File: src/rtl/mc5_pkg.sv
package mc5_pkg;
    localparam int OPC_W = 6;

    typedef enum logic [2:0] {
        PH_FETCH  = 3'd0,
        PH_DECODE = 3'd1,
        PH_EXEC   = 3'd2,
        PH_MEMORY = 3'd3,
        PH_WBACK  = 3'd4,
        PH_HALT   = 3'd5
    } phase_e;

    localparam logic [OPC_W-1:0] OPC_MOVI  = 6'b000001;
    localparam logic [OPC_W-1:0] OPC_ADD   = 6'b000111;
    localparam logic [OPC_W-1:0] OPC_STORE = 6'b111001;
endpackage

File: src/rtl/mc5_mem.sv
module mc5_mem #(
    parameter int WIDTH = 8,
    parameter int DEPTH = 32,
    localparam int AW = $clog2(DEPTH)
) (
    input  logic             clk,
    input  logic             we,
    input  logic [AW-1:0]    waddr,
    input  logic [WIDTH-1:0] wdata,
    input  logic [AW-1:0]    raddr_a,
    output logic [WIDTH-1:0] rdata_a,
    input  logic [AW-1:0]    raddr_b,
    output logic [WIDTH-1:0] rdata_b
);
    logic [WIDTH-1:0] words_q [DEPTH];

    always_ff @(posedge clk) begin
        if (we) begin
            words_q[waddr] <= wdata;
        end
    end

    assign rdata_a = words_q[raddr_a];
    assign rdata_b = words_q[raddr_b];
endmodule

File: src/rtl/mc5_regfile.sv
module mc5_regfile #(
    parameter int WIDTH = 8,
    parameter int NUM   = 32,
    localparam int AW = $clog2(NUM)
) (
    input  logic             clk,
    input  logic             rst,
    input  logic             we,
    input  logic [AW-1:0]    waddr,
    input  logic [WIDTH-1:0] wdata,
    input  logic [AW-1:0]    ra,
    output logic [WIDTH-1:0] da,
    input  logic [AW-1:0]    rb,
    output logic [WIDTH-1:0] db,
    input  logic [AW-1:0]    rc,
    output logic [WIDTH-1:0] dc
);
    logic [WIDTH-1:0] regs_q [NUM];

    always_ff @(posedge clk) begin
        if (rst) begin
            for (int i = 0; i < NUM; i++) begin
                regs_q[i] <= '0;
            end
        end else if (we && (waddr != '0)) begin
            regs_q[waddr] <= wdata;
        end
    end

    assign da = regs_q[ra];
    assign db = regs_q[rb];
    assign dc = regs_q[rc];

    AST_ZERO_REG_READS_ZERO: assert property (@(posedge clk) disable iff (rst)
        (rc == '0) |-> (dc == '0));
endmodule

File: src/rtl/mc5_ctrl.sv
module mc5_ctrl
    import mc5_pkg::*;
#(
    parameter int DATA_W = 8,
    parameter int FLD_W  = 5,
    parameter int PC_W   = 5,
    parameter int DA_W   = 5,
    localparam int INSTR_W = OPC_W + 3 * FLD_W,
    localparam int IMM_W   = 2 * FLD_W
) (
    input  logic               clk,
    input  logic               rst,
    output logic [PC_W-1:0]    pc_o,
    input  logic [INSTR_W-1:0] instr_i,
    output logic [FLD_W-1:0]   rf_ra_o,
    input  logic [DATA_W-1:0]  rf_da_i,
    output logic [FLD_W-1:0]   rf_rb_o,
    input  logic [DATA_W-1:0]  rf_db_i,
    output logic               rf_we_o,
    output logic [FLD_W-1:0]   rf_wa_o,
    output logic [DATA_W-1:0]  rf_wd_o,
    output logic               dm_we_o,
    output logic [DA_W-1:0]    dm_wa_o,
    output logic [DATA_W-1:0]  dm_wd_o,
    output logic [2:0]         phase_o,
    output logic               halted_o
);
    phase_e state_q, state_d;
    logic [PC_W-1:0]    pc_q;
    logic [INSTR_W-1:0] ir_q;
    logic [DATA_W-1:0]  opa_q, opb_q, res_q;

    logic [OPC_W-1:0] opc;
    logic [FLD_W-1:0] fld_a, fld_b, fld_c;
    logic             fetch_stop;

    assign opc   = ir_q[INSTR_W-1 -: OPC_W];
    assign fld_a = ir_q[3*FLD_W-1 -: FLD_W];
    assign fld_b = ir_q[2*FLD_W-1 -: FLD_W];
    assign fld_c = ir_q[FLD_W-1:0];
    assign fetch_stop = (instr_i == '1);

    // next-state selection
    always_comb begin
        state_d = state_q;
        unique case (state_q)
            PH_FETCH:  state_d = fetch_stop ? PH_HALT : PH_DECODE;
            PH_DECODE: state_d = PH_EXEC;
            PH_EXEC:   state_d = PH_MEMORY;
            PH_MEMORY: state_d = PH_WBACK;
            PH_WBACK:  state_d = PH_FETCH;
            PH_HALT:   state_d = PH_HALT;
            default:   state_d = PH_FETCH;
        endcase
    end

    // state register
    always_ff @(posedge clk) begin
        if (rst) state_q <= PH_FETCH;
        else     state_q <= state_d;
    end

    // datapath registers, loaded in their own phase
    always_ff @(posedge clk) begin
        if (rst) begin
            pc_q  <= '0;
            ir_q  <= '0;
            opa_q <= '0;
            opb_q <= '0;
            res_q <= '0;
        end else begin
            unique case (state_q)
                PH_FETCH: begin
                    ir_q <= instr_i;
                    if (!fetch_stop) pc_q <= pc_q + 1'b1;
                end
                PH_DECODE: begin
                    opa_q <= rf_da_i;
                    opb_q <= rf_db_i;
                end
                PH_EXEC: begin
                    if (opc == OPC_ADD)        res_q <= opa_q + opb_q;
                    else if (opc == OPC_MOVI)  res_q <= DATA_W'(ir_q[IMM_W-1:0]);
                    else if (opc == OPC_STORE) res_q <= opa_q + DATA_W'(fld_c);
                end
                default: ;
            endcase
        end
    end

    // outputs
    always_comb begin
        rf_ra_o  = fld_b;
        rf_rb_o  = (opc == OPC_STORE) ? fld_a : fld_c;
        rf_we_o  = (state_q == PH_WBACK) && ((opc == OPC_ADD) || (opc == OPC_MOVI));
        rf_wa_o  = fld_a;
        rf_wd_o  = res_q;
        dm_we_o  = (state_q == PH_MEMORY) && (opc == OPC_STORE);
        dm_wa_o  = res_q[DA_W-1:0];
        dm_wd_o  = opb_q;
        pc_o     = pc_q;
        phase_o  = state_q;
        halted_o = (state_q == PH_HALT);
    end

    AST_DECODE_TO_EXEC: assert property (@(posedge clk) disable iff (rst)
        (state_q == PH_DECODE) |=> (state_q == PH_EXEC));
    AST_EXEC_TO_MEMORY: assert property (@(posedge clk) disable iff (rst)
        (state_q == PH_EXEC) |=> (state_q == PH_MEMORY));
    AST_MEMORY_TO_WBACK: assert property (@(posedge clk) disable iff (rst)
        (state_q == PH_MEMORY) |=> (state_q == PH_WBACK));
    AST_WBACK_TO_FETCH: assert property (@(posedge clk) disable iff (rst)
        (state_q == PH_WBACK) |=> (state_q == PH_FETCH));
    AST_PC_ADVANCE: assert property (@(posedge clk) disable iff (rst)
        (state_q == PH_FETCH && !fetch_stop) |=> (pc_q == $past(pc_q) + 1'b1));
    AST_PC_HOLD: assert property (@(posedge clk) disable iff (rst)
        (state_q != PH_FETCH) |=> $stable(pc_q));
    AST_HALT_STICKY: assert property (@(posedge clk) disable iff (rst)
        (state_q == PH_HALT) |=> (state_q == PH_HALT && $stable(pc_q)));
    AST_NO_RF_WRITE_ON_STORE: assert property (@(posedge clk) disable iff (rst)
        dm_we_o |=> !rf_we_o);
endmodule

File: src/rtl/mc5_core.sv
module mc5_core
    import mc5_pkg::*;
#(
    parameter int DATA_W     = 8,
    parameter int NUM_REGS   = 32,
    parameter int IMEM_DEPTH = 32,
    parameter int DMEM_DEPTH = 32,
    localparam int FLD_W   = $clog2(NUM_REGS),
    localparam int INSTR_W = OPC_W + 3 * FLD_W,
    localparam int IA_W    = $clog2(IMEM_DEPTH),
    localparam int DA_W    = $clog2(DMEM_DEPTH),
    localparam int LD_AW   = (IA_W > DA_W) ? IA_W : DA_W
) (
    input  logic               clk,
    input  logic               rst,
    input  logic               ld_we,
    input  logic               ld_dmem,
    input  logic [LD_AW-1:0]   ld_addr,
    input  logic [INSTR_W-1:0] ld_data,
    input  logic [FLD_W-1:0]   dbg_reg_addr,
    output logic [DATA_W-1:0]  dbg_reg_data,
    input  logic [DA_W-1:0]    dbg_mem_addr,
    output logic [DATA_W-1:0]  dbg_mem_data,
    output logic [2:0]         phase,
    output logic [IA_W-1:0]    pc,
    output logic               halted
);
    logic [INSTR_W-1:0] instr;
    logic [INSTR_W-1:0] imem_unused;
    logic [FLD_W-1:0]   rf_ra, rf_rb, rf_wa;
    logic [DATA_W-1:0]  rf_da, rf_db, rf_wd;
    logic               rf_we;
    logic               dm_we;
    logic [DA_W-1:0]    dm_wa;
    logic [DATA_W-1:0]  dm_wd;
    logic               dmem_we;
    logic [DA_W-1:0]    dmem_wa;
    logic [DATA_W-1:0]  dmem_wd;
    logic [DATA_W-1:0]  dmem_unused;
    logic               load_d;

    assign load_d  = ld_we && ld_dmem;
    assign dmem_we = dm_we || load_d;
    assign dmem_wa = load_d ? DA_W'(ld_addr) : dm_wa;
    assign dmem_wd = load_d ? ld_data[DATA_W-1:0] : dm_wd;

    mc5_mem #(.WIDTH(INSTR_W), .DEPTH(IMEM_DEPTH)) u_imem (
        .clk(clk), .we(ld_we && !ld_dmem), .waddr(IA_W'(ld_addr)), .wdata(ld_data),
        .raddr_a(pc), .rdata_a(instr), .raddr_b(pc), .rdata_b(imem_unused)
    );

    mc5_mem #(.WIDTH(DATA_W), .DEPTH(DMEM_DEPTH)) u_dmem (
        .clk(clk), .we(dmem_we), .waddr(dmem_wa), .wdata(dmem_wd),
        .raddr_a(dbg_mem_addr), .rdata_a(dbg_mem_data),
        .raddr_b(dm_wa), .rdata_b(dmem_unused)
    );

    mc5_regfile #(.WIDTH(DATA_W), .NUM(NUM_REGS)) u_rf (
        .clk(clk), .rst(rst), .we(rf_we), .waddr(rf_wa), .wdata(rf_wd),
        .ra(rf_ra), .da(rf_da), .rb(rf_rb), .db(rf_db),
        .rc(dbg_reg_addr), .dc(dbg_reg_data)
    );

    mc5_ctrl #(.DATA_W(DATA_W), .FLD_W(FLD_W), .PC_W(IA_W), .DA_W(DA_W)) u_ctrl (
        .clk(clk), .rst(rst), .pc_o(pc), .instr_i(instr),
        .rf_ra_o(rf_ra), .rf_da_i(rf_da), .rf_rb_o(rf_rb), .rf_db_i(rf_db),
        .rf_we_o(rf_we), .rf_wa_o(rf_wa), .rf_wd_o(rf_wd),
        .dm_we_o(dm_we), .dm_wa_o(dm_wa), .dm_wd_o(dm_wd),
        .phase_o(phase), .halted_o(halted)
    );

    AST_HALTED_MATCHES_PHASE: assert property (@(posedge clk) disable iff (rst)
        halted |-> (phase == 3'd5));
endmodule

File: config.mk
export PLATFORM = sky130hd
export DESIGN_NAME = mc5_core
export DESIGN_NICKNAME = d
export VERILOG_FILES = /design/src/rtl/mc5_pkg.sv /design/src/rtl/mc5_mem.sv /design/src/rtl/mc5_regfile.sv /design/src/rtl/mc5_ctrl.sv /design/src/rtl/mc5_core.sv
export SDC_FILE = /design/constraint.sdc
export NUM_CORES = 2
export LEC_CHECK = 0
export BUFFER_PORTS_ARGS = -buffer_cell sky130_fd_sc_hd__buf_2
export CAP_MARGIN = 20
export CORE_ASPECT_RATIO = 1.5
export CORE_MARGIN = 2
export CORE_UTILIZATION = 30
export DETAILED_ROUTE_END_ITERATION = 7
export GPL_TIMING_DRIVEN = 0
export PLACE_DENSITY = 0.52
export SETUP_SLACK_MARGIN = 0.2
export SYNTH_ARGS = -nofsm -noshare
export SYNTH_HDL_FRONTEND = slang
export SYNTH_HIERARCHICAL = 1
export SYNTH_SLANG_ARGS = --single-unit
File: constraint.sdc
create_clock -name clk -period 3.7 [get_ports clk]
set_input_delay 0.37 -clock clk [delete_from_list [all_inputs] [get_ports clk]]
set_output_delay 0.37 -clock clk [all_outputs]
set_load 0.01 [all_outputs]
### Word-level counts from Yosys, hierarchy flattened

Memories as Yosys holds them, arrays and structs flattened. A register that Yosys moved wholly into a read port is not among the register bits.
Cells that the tools add are included.

| word-level totals | value |
|---|---|
| logic and storage cells | 56 |
| memories kept | 3 |
| output and inout bits | 25 |
| input port bits | 40 |
| register bits after elaboration | 37 |
| memory bits (writable) | 1184 |

| cells by class | value |
|---|---|
| reductions and logical operators | 14 |
| multiplexer cells | 22 |
| $add $sub $neg | 3 |
| equality and inequality tests | 9 |
| bitwise logic cells | 1 |

Memories:

| memory | depth | width | rd ports | clocked after Yosys merged registers in | wr ports | line | source |
|---|---|---|---|---|---|---|---|
| u_imem.words_q | 32 | 21 | 1 | 1 | 1 | mc5_mem.sv:15 | `logic [WIDTH-1:0] words_q [DEPTH];` |
| u_dmem.words_q | 32 | 8 | 1 | 0 | 1 | mc5_mem.sv:15 |  |
| u_rf.regs_q | 32 | 8 | 3 | 2 | 32 | mc5_regfile.sv:18 | `logic [WIDTH-1:0] regs_q [NUM];` |

Operators with widths:

| kind | number |
|---|---|
| 8-bit two-way mux | 5 |
| 5-bit two-way mux | 5 |
| 21-bit equality test (second input constant) | 1 |
| 3-bit case mux with 5 select lines | 1 |
| 1-bit two-way mux | 10 |
| 8-bit by 5-bit adder with 8-bit output | 1 |
| 8-bit adder | 1 |
| 8-bit OR reduction | 1 |
| 3-bit by 2-bit equality test with 1-bit output (second input constant) | 2 |
| 3-bit equality test (second input constant) | 2 |
| 6-bit by 1-bit equality test with 1-bit output (second input constant) | 1 |
| 6-bit by 3-bit equality test with 1-bit output (second input constant) | 1 |
| 6-bit equality test (second input constant) | 1 |
| 5-bit by 1-bit adder with 5-bit output (second input constant) | 1 |
| 1-bit logical AND | 5 |
| 5-bit nonzero test | 1 |
| 2-bit AND reduction | 2 |
| 3-bit by 1-bit equality test with 1-bit output (second input constant) | 1 |
| 3-bit logical NOT | 1 |
| 3-bit two-way mux | 1 |
| 3-bit nonzero test | 1 |
| 1-bit logical OR | 2 |
| 1-bit logical NOT | 1 |
| 1-bit NOT | 1 |

### Logic depth before layout (Yosys ltp)

| logic depth | value |
|---|---|
| depth in word-level cells | 9 |
| mapped depth | 14 |
| gate-level depth less buffers | 11 |

### Modules after synthesis

Netlist, hierarchy kept.

Modules (own cells, without submodules):

| module | times used | cells an instance | sequential area each (um^2) | area each (um^2) |
|---|---|---|---|---|
| mc5_mem (u_imem) | 1 | 2202 | 20179.4 | 32284.7 |
| mc5_regfile | 1 | 931 | 7687.4 | 15753.9 |
| mc5_mem (u_dmem) | 1 | 516 | 7687.4 | 11887.7 |
| mc5_ctrl | 1 | 369 | 1061.0 | 2914.0 |
| mc5_core | 1 | 17 | 0.0 | 211.5 |

### Worst setup path after synthesis

Ideal clock, no wire load.

| timing | value |
|---|---|
| kind | register to register |
| start | register u_ctrl.ir_q[16] |
| end | register u_ctrl.opb_q[6], in the netlist u_ctrl/dm_wd_o[6], read port of u_rf.regs_q |
| data required time | 3.566 ns |
| period minus slack after synthesis | 3.069 ns |
| data arrival time | 2.935 ns |
| buffers on the path | 2 |
| slack | 0.631 ns |
| stages on the path, launching flop included | 13 |
| setup time | 0.134 ns |
| path through | dfxtp_1 > nor2_1 > nand4_1 > inv_1 > nand2_1 > mux2_2 > clkbuf_1 > buf_1 > mux4_2 > mux4_2 > mux2_2 > nand2_1 > a21oi_1 |

| between the ends | value |
|---|---|
| word-level cells in the longest chain between the ends | 2 |

RTL lines:

| item | line | source |
|---|---|---|
| start, declared | mc5_ctrl.sv:30 | `logic [INSTR_W-1:0] ir_q;` |
| start signal, assigned | mc5_ctrl.sv:74 | `ir_q <= instr_i;` |
| 6-bit equality test | mc5_ctrl.sv:94 | `rf_rb_o = (opc == OPC_STORE) ? fld_a : fld_c;` |
| 5-bit two-way mux | mc5_ctrl.sv:94 |  |
| named net rf_rb[2] | mc5_core.sv:30 | `logic [FLD_W-1:0] rf_ra, rf_rb, rf_wa;` |
| end, declared | mc5_ctrl.sv:31 | `logic [DATA_W-1:0] opa_q, opb_q, res_q;` |

The timed path passes the listed nets, and every way through them passes these cells.
A chain may end at the register's enable or synchronous reset.

### Final worst setup path

| timing | value |
|---|---|
| start | register u_ctrl.ir_q[16] |
| end | register u_ctrl.opb_q[2], in the netlist u_ctrl/dm_wd_o[2], read port of u_rf.regs_q |

The elaborated chain is that of the path after synthesis.

==> impl_metrics.env <==
export IMPL_design_core_area_um2=183000
export IMPL_final_setup_viol_count=0
export IMPL_routabilityCongestion=0.964
export IMPL_worstPathArrival_ns=4.12
export IMPL_cts_tree="yes"
export IMPL_num_nets_final=3463
export IMPL_p_leak_nw=20.1
export IMPL_worst_pin_slew_ns=1.04
export IMPL_path_class="flop to flop"
export IMPL_fin_area_um2=63800
export IMPL_wirelength_um=166000
export IMPL_fin_crit_sh_pct=94.6
export IMPL_timing_rr_end="u_ctrl/dm_wd_o[2]"
export IMPL_drt_first_pass_iters=5
export IMPL_dpl_cell_area_um2=58900
export IMPL_max_cap_violations=0
export IMPL_fill_cells=17400
export IMPL_crit_required_ns=4.32
export IMPL_grtUsageMet1_pct=19.4
export IMPL_fin_util_pct=34.9
export IMPL_drive_gt1_share_pct=26.6
export IMPL_overflow=0
export IMPL_htree_levels=4
export IMPL_path_clk_slew_ns=0.06
export IMPL_grt_pass1_wl_um=233000
export IMPL_crit_path_start_kind="flop"
export IMPL_vias=30500
export IMPL_crit_start="u_ctrl/ir_q[16]"
export IMPL_r2r_cells=12
export IMPL_cp_endpoint="u_ctrl/dm_wd_o[2]"
export IMPL_rows=192
export IMPL_drc=0
export IMPL_status="finished clean"
export IMPL_vdd_drop_max_v=0.000470
export IMPL_r2r_start="u_ctrl/ir_q[16]"
export IMPL_clock_skew_ns=0.0233
export IMPL_drt_iter0_drc=2415
export IMPL_grt_most_used_layer="met2"
export IMPL_track_usage_pct=17.5
export IMPL_hpwl_um=116000
export IMPL_place_port_buffers=54
export IMPL_vias_per_cell=5.13
export IMPL_clk_path_buf_depth=3
export IMPL_drv_slew=0
export IMPL_powerDensity_nw_per_um2=538
export IMPL_grtUsageMet3_pct=2.43
export IMPL_antenna_found_initial=9
export IMPL_wl_per_cell_um=27.9
export IMPL_path_max_fanout=10
export IMPL_dieArea_um2=187000
export IMPL_grt_pass1_vias=31400
export IMPL_worstSkewPairLatency_ns=0.77
export IMPL_synthToLayoutAreaGrowth_pct=15.7
export IMPL_io_pins=65
export IMPL_setup_tns_ns=0
export IMPL_cts_root_buffer="clkbuf_16"
export IMPL_start_util_pct=30.2
export IMPL_max_clock_freq_ghz=0.286
export IMPL_synth_area_um2=55100
export IMPL_endpoint_kind="flop"
export IMPL_die_w_um=354
export IMPL_syn_area_per_cell_um2=17.3
export IMPL_grt_max_degree=34
export IMPL_yosysWarningCount=6
export IMPL_rsz0062_at_grt="yes"
export IMPL_ant_nets=0
export IMPL_hold_slack_ns=0.124
export IMPL_hold_violations=0
export IMPL_clock_sinks=1237
export IMPL_use_met2_pct=32.3
export IMPL_synthCells=3186
export IMPL_min_period_ns=3.50
export IMPL_cts_buffers=133
export IMPL_r2r_setup_slack_ns=0.20
export IMPL_die_h_um=529
export IMPL_hp_class="input pin to flop"
export IMPL_relSlewSlack_pct=30.6
==> final cells by class <==
type                            count  area [um^2]  area share [%]
Tap cell                         2425         3030            4.76
Multi-Input combinational cell   1719        17600            27.6
Clock buffer                      165         3510            5.51
Inverter                            9         33.8          0.0530
Antenna cell                        4         10.0          0.0157
Timing Repair Buffer               83          717            1.12
Clock inverter                     77          724            1.14
Buffer                            225         1490            2.33
Sequential cell                  1237        36600            57.4
==> what timing repair did <==
| action | 4_1_cts | 5_1_grt |
|---|---|---|
| hold buffers | 0 | 0 |
| gates resized for setup | 113 | 67 |
| pin swaps | 4 | 1 |
| endpoints found under the hold margin | 0 | 0 |
| gates cloned | 0 | 0 |
| setup endpoints to repair | 509 | 193 |
| setup buffers | 5 | 3 |
==> registers in the layout, summed over array words and instances, names as in the netlist <==
signal and cells:
u_ctrl/dm_wd_o 8, u_ctrl/pc_o 5, u_ctrl/opa_q 8, u_imem/words_q 672
u_ctrl/rf_wd_o 8, u_dmem/words_q 256, u_ctrl/phase_o 3, u_ctrl/ir_q 21
u_rf/regs_q 256
==> layer usage <==
metal,share of wire (%),up-vias,wire length (um)
met4,5.5,2,9090
met3,4.3,302,7130
met5,0.0066,-,11
met2,54,920,89100
met1,36,16100,60300
li1,-,13200,-
==> per-stage QoR <==
stage	total power [mW]	worst slack (ns)	cells
after floorplan	19.4	0.631	3193
after global placement	21.4	-0.831	5672
after detailed placement	21.5	-0.878	5692
after CTS	34.6	0.155	5936
after global routing	35.4	0.0500	5941
final	34.3	0.199	5944
==> where the power goes <==
| group | internal [mW] | switching, mW | total, mW |
|---|---|---|---|
| logic | 2.17 | 3.25 | 5.42 |
| clock network | 7.31 | 5.70 | 13.0 |
| registers | 15.7 | 0.215 | 15.9 |
| total | 25.1 | 9.17 | 34.3 |
==> worst min-delay path by stage <==
stage,from,to,slack (ns),depth (start not counted)
2_1_floorplan,u_ctrl/ir_q[8],u_ctrl/ir_q[8],0.44,2
3_3_place_gp,u_ctrl/ir_q[9],u_ctrl/ir_q[9],0.45,2
3_5_place_dp,u_ctrl/ir_q[9],u_ctrl/ir_q[9],0.45,2
4_1_cts,ld_data[9],u_imem/words_q[5][9],0.07,1
5_1_grt,ld_data[10],u_imem/words_q[20][10],0.13,1
6_report,ld_data[20],u_imem/words_q[1][20],0.12,1
==> layout by cell type, fill, tap and decap left out, types with 52 or more instances in the layout <==
cell type	n
nand2_1	128
a21oi_1	87
clkbuf_1	89
edfxtp_1	1184
mux4_2	320
a22oi_1	83
nor2_2	52
mux2i_1	339
and2_1	251
clkbuf_16	135
buf_2	75
==> worst max-delay path: stages, from the launching register on <==
cell,delay (ns)
dfxtp_2,0.37
nor2_4,0.13
nand4_1,0.17
inv_1,0.11
nand2_2,0.14
mux2_2,0.30
buf_12,0.18
buf_16,0.19
mux4_2,0.61
mux4_2,0.58
mux2_2,0.32
nand2_1,0.15
a21oi_1,0.08
Note: power is estimated with default switching activity, not from simulation.
